$ cat src/rtl/mslice_pkg.sv
package mslice_pkg;
  localparam int SEL_W = 4;
  typedef logic [SEL_W-1:0] fsel_t;

  localparam fsel_t LF_NOT_A   = 4'b0000;
  localparam fsel_t LF_NOR     = 4'b0001;
  localparam fsel_t LF_NA_AND_B = 4'b0010;
  localparam fsel_t LF_ZERO    = 4'b0011;
  localparam fsel_t LF_NAND    = 4'b0100;
  localparam fsel_t LF_NOT_B   = 4'b0101;
  localparam fsel_t LF_XNOR    = 4'b0110;
  localparam fsel_t LF_A_AND_NB = 4'b0111;
  localparam fsel_t LF_NA_OR_B = 4'b1000;
  localparam fsel_t LF_XOR     = 4'b1001;
  localparam fsel_t LF_PASS_B  = 4'b1010;
  localparam fsel_t LF_AND     = 4'b1011;
  localparam fsel_t LF_ONE     = 4'b1100;
  localparam fsel_t LF_A_OR_NB = 4'b1101;
  localparam fsel_t LF_OR      = 4'b1110;
  localparam fsel_t LF_PASS_A  = 4'b1111;
endpackage

$ cat src/rtl/mslice_xy_gen.sv
module mslice_xy_gen
  import mslice_pkg::*;
#(
  parameter int W = 4
) (
  input  logic [W-1:0] a,
  input  logic [W-1:0] b,
  input  fsel_t        fsel,
  output logic [W-1:0] x,
  output logic [W-1:0] y
);
  for (genvar i = 0; i < W; i++) begin : g_bit
    assign x[i] = a[i] | (b[i] & fsel[0]) | (~b[i] & fsel[1]);
    assign y[i] = a[i] & ((b[i] & fsel[3]) | (~b[i] & fsel[2]));
  end
endmodule

$ cat src/rtl/mslice_lookahead.sv
module mslice_lookahead #(
  parameter int W = 4
) (
  input  logic [W-1:0] prop,
  input  logic [W-1:0] gen,
  input  logic         cin,
  output logic [W-1:0] carry,
  output logic         grp_p,
  output logic         grp_g,
  output logic         cout
);
  logic [W-1:0] gchain;
  logic [W-1:0] pchain;

  assign carry[0]  = cin;
  assign gchain[0] = gen[0];
  assign pchain[0] = prop[0];

  for (genvar i = 1; i < W; i++) begin : g_chain
    assign carry[i]  = gen[i-1] | (prop[i-1] & carry[i-1]);
    assign gchain[i] = gen[i] | (prop[i] & gchain[i-1]);
    assign pchain[i] = prop[i] & pchain[i-1];
  end

  assign grp_g = gchain[W-1];
  assign grp_p = pchain[W-1];
  assign cout  = grp_g | (grp_p & cin);
endmodule

$ cat src/rtl/mslice_fmux.sv
module mslice_fmux
  import mslice_pkg::*;
#(
  parameter int W = 4
) (
  input  logic [W-1:0] a,
  input  logic [W-1:0] b,
  input  fsel_t        fsel,
  input  logic         mode,
  input  logic [W-1:0] x,
  input  logic [W-1:0] y,
  input  logic [W-1:0] carry,
  output logic [W-1:0] f
);
  logic [W-1:0] logic_f;
  logic [W-1:0] arith_f;

  always_comb begin
    unique case (fsel)
      LF_NOT_A:    logic_f = ~a;
      LF_NOR:      logic_f = ~(a | b);
      LF_NA_AND_B: logic_f = ~a & b;
      LF_ZERO:     logic_f = '0;
      LF_NAND:     logic_f = ~(a & b);
      LF_NOT_B:    logic_f = ~b;
      LF_XNOR:     logic_f = ~(a ^ b);
      LF_A_AND_NB: logic_f = a & ~b;
      LF_NA_OR_B:  logic_f = ~a | b;
      LF_XOR:      logic_f = a ^ b;
      LF_PASS_B:   logic_f = b;
      LF_AND:      logic_f = a & b;
      LF_ONE:      logic_f = '1;
      LF_A_OR_NB:  logic_f = a | ~b;
      LF_OR:       logic_f = a | b;
      default:     logic_f = a;
    endcase
  end

  assign arith_f = x ^ y ^ carry;
  assign f       = mode ? logic_f : arith_f;
endmodule

$ cat src/rtl/mslice_alu.sv
module mslice_alu
  import mslice_pkg::*;
#(
  parameter int W = 4
) (
  input  logic             clk,
  input  logic             rst,
  input  logic [W-1:0]     a_in,
  input  logic [W-1:0]     b_in,
  input  logic [SEL_W-1:0] fsel,
  input  logic             logic_mode,
  input  logic             c_in,
  output logic [W-1:0]     f_out,
  output logic             c_out,
  output logic             grp_prop,
  output logic             grp_gen,
  output logic             all_ones
);
  logic [W-1:0] x_term;
  logic [W-1:0] y_term;
  logic [W-1:0] carry;
  logic [W-1:0] f_nxt;
  logic         gp_nxt;
  logic         gg_nxt;
  logic         co_nxt;

  mslice_xy_gen #(.W(W)) u_xy (
    .a(a_in), .b(b_in), .fsel(fsel), .x(x_term), .y(y_term)
  );

  mslice_lookahead #(.W(W)) u_cla (
    .prop(x_term), .gen(y_term), .cin(c_in), .carry(carry),
    .grp_p(gp_nxt), .grp_g(gg_nxt), .cout(co_nxt)
  );

  mslice_fmux #(.W(W)) u_mux (
    .a(a_in), .b(b_in), .fsel(fsel), .mode(logic_mode),
    .x(x_term), .y(y_term), .carry(carry), .f(f_nxt)
  );

  always_ff @(posedge clk) begin
    if (rst) begin
      f_out    <= '0;
      c_out    <= 1'b0;
      grp_prop <= 1'b0;
      grp_gen  <= 1'b0;
      all_ones <= 1'b0;
    end else begin
      f_out    <= f_nxt;
      c_out    <= co_nxt;
      grp_prop <= gp_nxt;
      grp_gen  <= gg_nxt;
      all_ones <= &f_nxt;
    end
  end
endmodule

$ cat config.mk
export PLATFORM = sky130hd
export DESIGN_NAME = mslice_alu
export DESIGN_NICKNAME = d
export VERILOG_FILES = /design/src/rtl/mslice_pkg.sv /design/src/rtl/mslice_xy_gen.sv /design/src/rtl/mslice_lookahead.sv /design/src/rtl/mslice_fmux.sv /design/src/rtl/mslice_alu.sv
export SDC_FILE = /design/constraint.sdc
export NUM_CORES = 1
export LEC_CHECK = 0
export ABC_AREA = 0
export BUFFER_PORTS_ARGS = -buffer_cell sky130_fd_sc_hd__buf_2
export CAP_MARGIN = 10
export CORE_UTILIZATION = 40
export CTS_CLUSTER_DIAMETER = 50
export DETAILED_ROUTE_END_ITERATION = 10
export GPL_TIMING_DRIVEN = 0
export PLACE_DENSITY = 0.61
export SYNTH_ARGS = -nofsm -noshare
export SYNTH_HDL_FRONTEND = slang
export SYNTH_HIERARCHICAL = 1
export SYNTH_SLANG_ARGS = --single-unit
$ cat constraint.sdc
create_clock -name clk -period 2.41 [get_ports clk]
set_clock_uncertainty 0.1 [all_clocks]
set_input_delay 0.1205 -clock clk [delete_from_list [all_inputs] [get_ports clk]]
set_output_delay 0.1205 -clock clk [all_outputs]
set_load 0.02 [all_outputs]
# Yosys cells after proc, flatten, opt, wreduce, memory -nomap -nowiden
# Cells that the tools add are included.
# classes
n_mux	2
n_reduce_logical	2
n_eq_ne	14
n_bitwise	67
# ops
op	n
one-hot mux 4 bit (15 select lines)	1
bitwise AND 1 bit	30
== test 4 bit, second input constant	7
inverter 4 bit	5
OR 1 bit	19
== test 4 x 3 -> 1 bit, second input constant	4
bitwise AND 4 bit	3
OR 4 bit	3
bitwise XOR 4 bit	3
== test 4 x 2 -> 1 bit, second input constant	2
== test 4 x 1 -> 1 bit, second input constant	1
logical NOT 4 bit	1
2-to-1 mux 4 bit	1
inverter 1 bit	4
AND reduction 4 bit	1
# totals
out_inout_bits	8
elab_cells	90
in_bits	16
register_bits	8

# Longest topological paths before layout
# logic_depth
ltp_word	12
mapped_depth	10
ltp_nobuf	10

# By module
# The synthesis kept the hierarchy.
# modules_own_cells
mod	cells_each	seq_area_each_um2	instances	area_each_um2
mslice_fmux	135	0.0	1	989.7
mslice_alu	16	160.2	1	230.2
mslice_xy_gen	16	0.0	1	125.1
mslice_lookahead	13	0.0	1	80.1

# Worst setup path before layout
# Ideal clock, no wire load.
# synth_path
kind	input to register
from	input fsel[1]
to	register all_ones
setup_time_ns	0.116
arrival_ns	1.638
setup_slack_ns	0.555
path_buffers	0
required_ns	2.194
cell_stages	10
cell_sequence	nor2b_1 a211o_1 a21o_1 a21o_1 xnor2_1 xnor2_1 o22ai_1 a31oi_1 nor2b_2 and4_1
# synth_between
elab_cells_between_ends	34
classes_between	eq/ne (14); mux (2); bitwise (16); reduce/logical (2)
# synth_lines
item	line_no	rtl
start, declared	mslice_alu.sv:10	input logic [SEL_W-1:0] fsel,
bitwise AND 1 bit	mslice_xy_gen.sv:13	assign x[i] = a[i] | (b[i] & fsel[0]) | (~b[i] & fsel[1]);
OR 1 bit	mslice_xy_gen.sv:13	
via x_term[0]	mslice_alu.sv:19	logic [W-1:0] x_term;
bitwise AND 1 bit	mslice_lookahead.sv:20	assign carry[i] = gen[i-1] | (prop[i-1] & carry[i-1]);
OR 1 bit	mslice_lookahead.sv:20	
via carry[1]	mslice_alu.sv:21	logic [W-1:0] carry;
bitwise AND 1 bit	mslice_lookahead.sv:20	
OR 1 bit	mslice_lookahead.sv:20	
via carry[2]	mslice_alu.sv:21	
bitwise XOR 4 bit	mslice_fmux.sv:39	assign arith_f = x ^ y ^ carry;
2-to-1 mux 4 bit	mslice_fmux.sv:40	assign f = mode ? logic_f : arith_f;
via f_nxt[2]	mslice_alu.sv:22	logic [W-1:0] f_nxt;
AND reduction 4 bit	mslice_alu.sv:53	all_ones <= &f_nxt;
end signal, assigned	mslice_alu.sv:53	
end, declared	mslice_alu.sv:17	output logic all_ones
# The timed path passes the listed nets, and every way through them passes these cells.
# A chain may end at the register's enable or synchronous reset.

# Worst setup path in the final report
# Same ends and word-level chain as after synthesis.

==> flow_summary.json <==
{
  "syn_to_final_growth_pct": 13.3,
  "ys.warnings.count": 6,
  "design_area_um2": 1620,
  "drv_cap": 0,
  "synth_fp_nets": 212,
  "synthArstFlopShare": 0,
  "p_per_area_nw_per_um2": 332,
  "synth-seq-area-share": 0.112,
  "status": "finished, final reports clean",
  "clock_sinks": 8,
  "num_antenna_cells": 0,
  "die_x_um": 61.7,
  "ctsResizeCount": 0,
  "end_kind": "flop",
  "rsz0062_at_grt": "false",
  "max_freq_mhz": 511,
  "numPortBuffers": 22,
  "boundaryPins": 24,
  "drtIter0Drc": 95,
  "grt_pass1_vias": 1345,
  "synth_flop_cell": "dfxtp_1",
  "synth_area_um2": 1430,
  "synth_most_common_cell": "ha_1",
  "critical_path_required_ps": 2500,
  "overflow": 0,
  "slew_viol_final": 0,
  "setup_viol": 0,
  "synth_edf_count": 0,
  "nets": 239,
  "critPathArrivalTime_ps": 2050,
  "ys_types": 58,
  "critPathMaxFanout": 10,
  "grt_usage": 0.233,
  "path_clk_slew_ps": 50,
  "num_rows": 21,
  "clockBufferDepth": 2,
  "grt_pass1_wl_um": 6620,
  "vias_per_cell": 5.90,
  "antenna_found_initial": 0,
  "p_leak_nw": 0.737,
  "cts_hold_buf": 0,
  "vdd_drop_max_uv": 173,
  "relSlewSlack": 0.661,
  "dieArea_um2": 3810,
  "whs_ps": 7.20,
  "hpwl_um": 3050,
  "crit_type": "input port to flop",
  "yosys.area.top_type_share": 0.140,
  "cts_tree": "done",
  "avgSynthCellArea_um2": 7.92,
  "clock-root-buffer": "clkbuf_4",
  "dpl_worst_slack_ps": 201,
  "core-area_um2": 3360,
  "finalWeightedCongestion": 0.880,
  "detail-route-antenna-nets": 0,
  "synthTopCellsByArea": "ha_1 (14%), dfxtp_1 (11%), nor2b_1 (5.7%), xnor2_1 (4.9%), mux2i_1 (4.2%)",
  "holdCritPathClass": "input port to flop",
  "first_pass_iters": 4,
  "drt-total-wl_um": 4040,
  "cts_buffers": 3,
  "fp.dieH_um": 61.7,
  "htreeDepth": 1,
  "period_minus_slack_ps": 1960,
  "tns_ps": 0,
  "postCtsSetupRepairBufs": 0,
  "utilization": 0.480,
  "synth_area_leader_cell": "ha_1",
  "setup_ws_ps": 454,
  "drive_gt1_frac": 0.229,
  "routedWlPerCell_um": 16.1,
  "tightest_slew_ps": 509,
  "drc": 0,
  "yosys-top-cells-count": "ha_1 (16), inv_1 (13), nor2b_1 (13)",
  "place_area_um2": 1590,
  "dr_total_vias": 1482,
  "grt_max_degree": 13,
  "initial_core_util": 0.424,
  "cp-start-kind": "input port",
  "hold_viol_final": 0,
  "syn_inst": 180,
  "fin_crit_sh": 0.812,
  "ys_ff_latch": 8
}
==> stage by stage <==
step	std cells	total power, mW
after floorplan	180	0.348
after global placement	248	0.431
after detailed placement	248	0.436
after CTS	251	0.538
after global routing	251	0.580
final	251	0.536
==> logic make-up after synthesis <==
family | after synthesis | share of synthesized area
adder cells (fa/ha/maj) | 16 | 0.140
XOR/XNOR | 8 | 0.0492
AO/OA/AOI/OAI | 52 | 0.266
AND/OR/NAND/NOR | 61 | 0.288
buffers and inverters | 26 | 0.0781
multiplexers | 9 | 0.0658
flip-flops | 8 | 0.112
==> report_power, final <==
group	switching (mW)	internal [mW]	leakage, nW	total [mW]
combinational	0.165	0.123	0.657	0.288
sequential	0.00307	0.146	0.0664	0.149
clock	0.0422	0.0568	0.0138	0.0989
==> critical path, stage by stage <==
cell     delay (ps)
buf_2           170
nor2b_1         150
a211o_1         270
a21o_1          230
a21o_1          200
xnor2_1         160
xnor2_1         140
o22ai_1         100
a31oi_1         160
nor2b_2         160
and4_1          190
==> flip-flops by register name (all words and copies together) (netlist names) <==
register and cells:
grp_prop 1, c_out 1, f_out 4, grp_gen 1, all_ones 1
==> layout by cell type (no fill, tap or decap), types with 2 or more instances in the layout <==
| cell type | synthesis | layout |
|---|---|---|
| buf_2 | 8 | 30 |
| ha_1 | 16 | 16 |
| inv_1 | 13 | 13 |
| nor2b_1 | 13 | 13 |
| dfxtp_1 | 8 | 8 |
| xnor2_1 | 8 | 8 |
| a21oi_1 | 7 | 7 |
| and2b_2 | 6 | 6 |
| nor2_1 | 6 | 6 |
| mux2i_1 | 6 | 6 |
| a21o_1 | 5 | 5 |
| o21ai_0 | 5 | 5 |
| o22ai_1 | 5 | 5 |
| a211o_1 | 5 | 5 |
| a31oi_1 | 4 | 4 |
| nor4bb_1 | 4 | 4 |
| and4_1 | 3 | 3 |
| clkbuf_4 | 0 | 3 |
| nand2_1 | 3 | 3 |
| nand3_1 | 3 | 3 |
| nor4_1 | 3 | 3 |
| clkbuf_1 | 2 | 2 |
| or4_1 | 2 | 2 |
| mux2_2 | 2 | 2 |
| or3b_1 | 2 | 2 |
| a211oi_1 | 2 | 2 |
| nand2b_1 | 2 | 2 |
| o31ai_1 | 2 | 2 |
| nor3_1 | 2 | 2 |
| and2_1 | 2 | 2 |
| o211ai_1 | 2 | 2 |
| or3_1 | 2 | 2 |
==> cell type report <==
type                            count  area [µm²]
Buffer                             12        58.8
Clock buffer                        3        22.5
Fill cell                         375        1750
Inverter                           14        52.6
Multi-Input combinational cell    146        1150
Sequential cell                     8         160
Tap cell                           46        57.6
Timing Repair Buffer               22         110
==> final timing paths <==
kind | from | endpoint | slack [ps] | cells after the start
setup / recovery | fsel[1] | all_ones | 450 | 11
hold / removal | rst | f_out[2] | 7 | 2
==> routing by layer <==
metal | global-route usage | vias up | wire length (µm)
li1 | - | 721 | -
met1 | 0.337 | 701 | 1820
met4 | 0.0317 | 0 | 27
met2 | 0.386 | 56 | 1970
met5 | 0 | - | 0
met3 | 0.0207 | 4 | 214
No activity file was read; power rests on OpenSTA's default activity.
